===== config.mk =====
export PLATFORM = sky130hd
export DESIGN_NAME = pps_xbar
export DESIGN_NICKNAME = d
export VERILOG_FILES = /design/src/rtl/pps_xbar.sv
export SDC_FILE = /design/constraint.sdc
export NUM_CORES = 1
export LEC_CHECK = 0
export BUFFER_PORTS_ARGS = -buffer_cell sky130_fd_sc_hd__buf_2
export CAP_MARGIN = 20
export CORE_MARGIN = 5
export CORE_UTILIZATION = 57
export DETAILED_ROUTE_END_ITERATION = 12
export GPL_TIMING_DRIVEN = 0
export PLACE_DENSITY = 0.76
export SYNTH_ARGS = -nofsm -noshare
export SYNTH_HDL_FRONTEND = slang
export SYNTH_SLANG_ARGS = --single-unit

===== constraint.sdc =====
create_clock -name clk -period 3.4 [get_ports clk]
set_input_delay 0.34 -clock clk [delete_from_list [all_inputs] [get_ports clk]]
set_output_delay 0.34 -clock clk [all_outputs]
set_load 0.01 [all_outputs]

===== src/rtl/pps_xbar.sv =====
module pps_xbar #(
  parameter int NUM_PINS = 8,
  parameter int NUM_IN   = 4,
  parameter int NUM_OUT  = 6,
  parameter int DATA_W   = 16,
  localparam int IDX_W   = $clog2(NUM_PINS > NUM_IN ? NUM_PINS : NUM_IN),
  localparam int ADDR_W  = IDX_W + 1
) (
  input  logic                clk,
  input  logic                rst_n,
  input  logic                bus_we,
  input  logic [ADDR_W-1:0]   bus_addr,
  input  logic [DATA_W-1:0]   bus_wdata,
  input  logic                cfg_open,
  input  logic [ADDR_W-1:0]   rd_addr,
  output logic [DATA_W-1:0]   rd_data,
  input  logic [NUM_PINS-1:0] pin_in,
  input  logic [NUM_OUT-1:0]  periph_out,
  output logic [NUM_IN-1:0]   periph_in,
  output logic [NUM_PINS-1:0] pin_out,
  output logic [NUM_PINS-1:0] pin_oe
);

  logic [NUM_IN-1:0][DATA_W-1:0]   in_sel;
  logic [NUM_PINS-1:0][DATA_W-1:0] out_sel;

  wire             wr_bank = bus_addr[ADDR_W-1];
  wire [IDX_W-1:0] wr_idx  = bus_addr[IDX_W-1:0];
  wire             rd_bank = rd_addr[ADDR_W-1];
  wire [IDX_W-1:0] rd_idx  = rd_addr[IDX_W-1:0];

  always_ff @(posedge clk or negedge rst_n) begin
    if (!rst_n) begin
      in_sel  <= '0;
      out_sel <= '0;
    end else if (bus_we && cfg_open) begin
      for (int k = 0; k < NUM_IN; k++)
        if (!wr_bank && wr_idx == IDX_W'(k)) in_sel[k] <= bus_wdata;
      for (int k = 0; k < NUM_PINS; k++)
        if (wr_bank && wr_idx == IDX_W'(k)) out_sel[k] <= bus_wdata;
    end
  end

  always_comb begin
    rd_data = '0;
    for (int k = 0; k < NUM_IN; k++)
      if (!rd_bank && rd_idx == IDX_W'(k)) rd_data = in_sel[k];
    for (int k = 0; k < NUM_PINS; k++)
      if (rd_bank && rd_idx == IDX_W'(k)) rd_data = out_sel[k];
  end

  always_comb begin
    periph_in = '0;
    for (int j = 0; j < NUM_IN; j++)
      for (int p = 0; p < NUM_PINS; p++)
        if (in_sel[j] == DATA_W'(p)) periph_in[j] = pin_in[p];
  end

  always_comb begin
    pin_out = '0;
    pin_oe  = '0;
    for (int i = 0; i < NUM_PINS; i++)
      for (int f = 0; f < NUM_OUT; f++)
        if (out_sel[i] == DATA_W'(f + 1)) begin
          pin_oe[i]  = 1'b1;
          pin_out[i] = periph_out[f];
        end
  end

endmodule



==> summary.md <==
| Metric | Value |
|---|---|
| CP Launch Type | `primary input` |
| Top-Level Pins | `between 70 and 80` |
| Total grt overflow | `0` |
| Least-Margin Pin Slew | `845 ps` |
| Largest net degree at the start of global routing | `119` |
| Synth Area in Adders | `0` |
| CP max stage cell | `nor2_1` |
| Lkg Pwr | `5.07 nW` |
| Hold Crit Class | `in2reg` |
| Vias in the first global route | `7692` |
| Main combinational cell family by area after synthesis | `multiplexers` |
| Crit path top cell by count | `buf_2` |
| Cell Chain, Critical Path | `buf_2 -> buf_1 -> nor2_1 -> a22oi_1 -> o22a_1 -> o32ai_1 -> buf_2` |
| RSZ-0062 raised after global routing | `false` |
| Slew HR | `0.434` |
| CTS H-tree depth | `4` |
| Routed vias | `7860` |
| Routed Antenna Nets | `0` |
| Post-Synth XOR/XNOR Area | `0` |
| CP Class | `in2out` |
| Crit end category | `output pin` |
| Post-synthesis cell type count | `50` |
| Power Density | `580 nW/um^2` |
| Dpl hpwl | `22.0 mm` |
| Max Clock Skew | `0 ps` |
| Synth Register Bits | `192` |
| Worst path max stage delay | `760 ps` |
| Post-synthesis cell area | `between 10000 and 15000 sq um` |
| Post-Syn Nets | `a little under 900` |
| Die Y | `144 um` |
| Final Cell Area | `about 12000 sq um` |
| Share of layout cells above drive strength 1 | `0.401` |
| MaxCap Viol Count | `0` |
| Min Hold Slack | `163 ps` |
| Fmax achieved | `0.353 GHz` |
| Rows | `49` |
| Final nets | `975` |
| Synth Area in Simple Gates | `0.102` |
| Minimum clock period | `2840 ps` |
| Setup TNS | `0 ps` |
| Tot Pwr | `roughly 6.7 mW` |
| Setup violators final | `0` |
| CTS Buf Count | `17` |
| Cells after synthesis | `840` |
| First-pass GRT wire length | `46.1 mm` |
| Initial antenna violation count | `0` |
| Gpl congestion | `approximately 0.94` |
| Worst-path clk slew | `70 ps` |
| WL met3 | `roughly 1.9 mm` |
| Clock sink count | `192` |
| Gr usage total | `0.297` |
| Most frequent cells in the layout | `mux2_2, dfrtp_1, buf_2, clkbuf_1, nor3_1` |
| CP Max Fanout | `10` |
| Sequential share of the synthesized area | `0.469` |
| Synthesis-to-finish area growth | `12.6%` |
| CTS root buf | `clkbuf_16` |
| WP data required | `a little over 3000 ps` |
| Wl on met1 | `12.6 mm` |
| DRT Pass-1 Iters | `5` |
| Final hold vios | `0` |
| Most common cell after layout, fill and taps aside | `mux2_2` |
| Die Wd | `144 um` |
| Die ar. | `20800 sq um` |
| Post-cts repair resize count | `0` |
| Detailed Route WL | `29.9 mm` |
| Max IR drop VDD | `~0.40 mV` |
| CTS tree | `yes` |
| Remaining routing DRC violations | `0` |
| WL met2 | `14.4 mm` |
| Status | `finished clean` |
| Avg Inst Size Synth | `12.2 sq um` |
| Vias per cell | `~6.7` |
| WL/cell | `25.5 um` |
| Pre-CTS WS | `638 ps` |
| Area post-placement | `10900 sq um` |
| Final period util | `0.834` |
| Worst-Skew Late Latency | `440 ps` |
| # diodes | `0` |
| Mux contribution to synthesized area | `0.304` |
| Final setup margin | `between 500 and 600 ps` |
| Max clock buf depth | `2` |
| Highest routed layer | `met4` |
| CP arrival | `2500 ps` |
| First DRT Iteration DRCs | `860` |
| Core area | `17800 sq um` |
| Initial Util | `0.574` |
| PortBufs | `72` |
| Synth Area in Compound Gates | `0.0894` |
| Number of warnings issued by yosys | `0` |
| Max Slew Vio Count | `0` |
[metrics by stage]
stage,utilization,std cells
floorplan,-,840
global placement,0.611,1141
detailed placement,0.613,1142
CTS,0.647,1175
global route,0.647,1175
finish,0.647,1175
[synth_stat cells (all sizes together)]
master | instances | share of area
nand4 | 14 | 0.0092
nor4 | 25 | 0.017
o22a | 8 | 0.0068
inv | 5 | 0.0018
o31a | 2 | 0.0017
mux2i | 27 | 0.026
o2bb2ai | 2 | 0.0017
or3 | 2 | 0.0012
nor4bb | 1 | 0.00098
clkbuf | 41 | 0.015
o32ai | 13 | 0.011
dfrtp | 192 | 0.47
buf | 32 | 0.019
and2 | 3 | 0.0018
o2111ai | 2 | 0.0017
a22oi | 19 | 0.014
a221oi | 8 | 0.0068
a211oi | 7 | 0.0051
a31oi | 2 | 0.0012
nor2b | 11 | 0.0067
or2 | 3 | 0.0018
nand2 | 20 | 0.0073
mux4 | 20 | 0.044
nand2b | 14 | 0.0085
mux2 | 209 | 0.23
o211ai | 1 | 0.00073
o32a | 2 | 0.0020
a22o | 6 | 0.0051
nor2 | 39 | 0.016
a21oi | 28 | 0.014
and3b | 1 | 0.00085
nand3 | 1 | 0.00049
nand4b | 3 | 0.0032
a31o | 2 | 0.0017
nor3 | 40 | 0.020
and3 | 8 | 0.0049
nand3b | 4 | 0.0029
o221ai | 13 | 0.011
o21ai | 10 | 0.0049
[where the power goes]
part	switching (mW)	total, mW	internal (mW)
Clock	0.929	2.05	1.12
Combinational	0.689	1.47	0.778
Sequential	0.446	3.18	2.73
[routing by layer]
metal,vias to the layer above,track usage
li1,3389,-
met1,4031,0.406
met2,373,0.478
met3,67,0.0437
met4,0,0.123
met5,-,0
[worst max-delay path: cells and delay by family]
kind / cells / cell delay, ps
AND/OR/NAND/NOR: 1 / 760
buffers and inverters: 3 / 700
AO/OA/AOI/OAI: 3 / 700
[timing repair]
action / CTS / global route
setup buffers: 0 / 0
hold buffers: 1 / 0
hold endpoints to repair: 74 / 0
[cells by family after synthesis]
| kind of cell | after synthesis |
|---|---|
| multiplexers | 256 |
| buffers and inverters | 78 |
| flip-flops | 192 |
| AND/OR/NAND/NOR | 189 |
| AO/OA/AOI/OAI | 125 |
[sequential cells by signal, indices dropped and copies added (netlist names)]
register  cells
out_sel     128
in_sel       64
[final timing paths]
path	slack (ps)	cells past startpoint	end	from
setup / recovery	560	7	rd_data[6]	rd_addr[1]
hold / removal	160	2	in_sel[57]	bus_wdata[9]
setup reg to reg	2380	2	out_sel[0]	out_sel[0]
hold reg to reg	530	1	out_sel[61]	out_sel[61]
max in group asynchronous	1980	3	in_sel[2]	rst_n
min in group asynchronous	450	2	out_sel[1]	rst_n
[final cells by class]
type                            count  area (sq um)
Fill cell                        1381          6300
Timing Repair Buffer               74           408
Tap cell                          229           287
Sequential cell                   192          4800
Inverter                            5          18.8
Buffer                             73           353
Clock buffer                       19           443
Clock inverter                     13           154
Multi-Input combinational cell    570          5070
No activity file was read; power rests on OpenSTA's default activity.
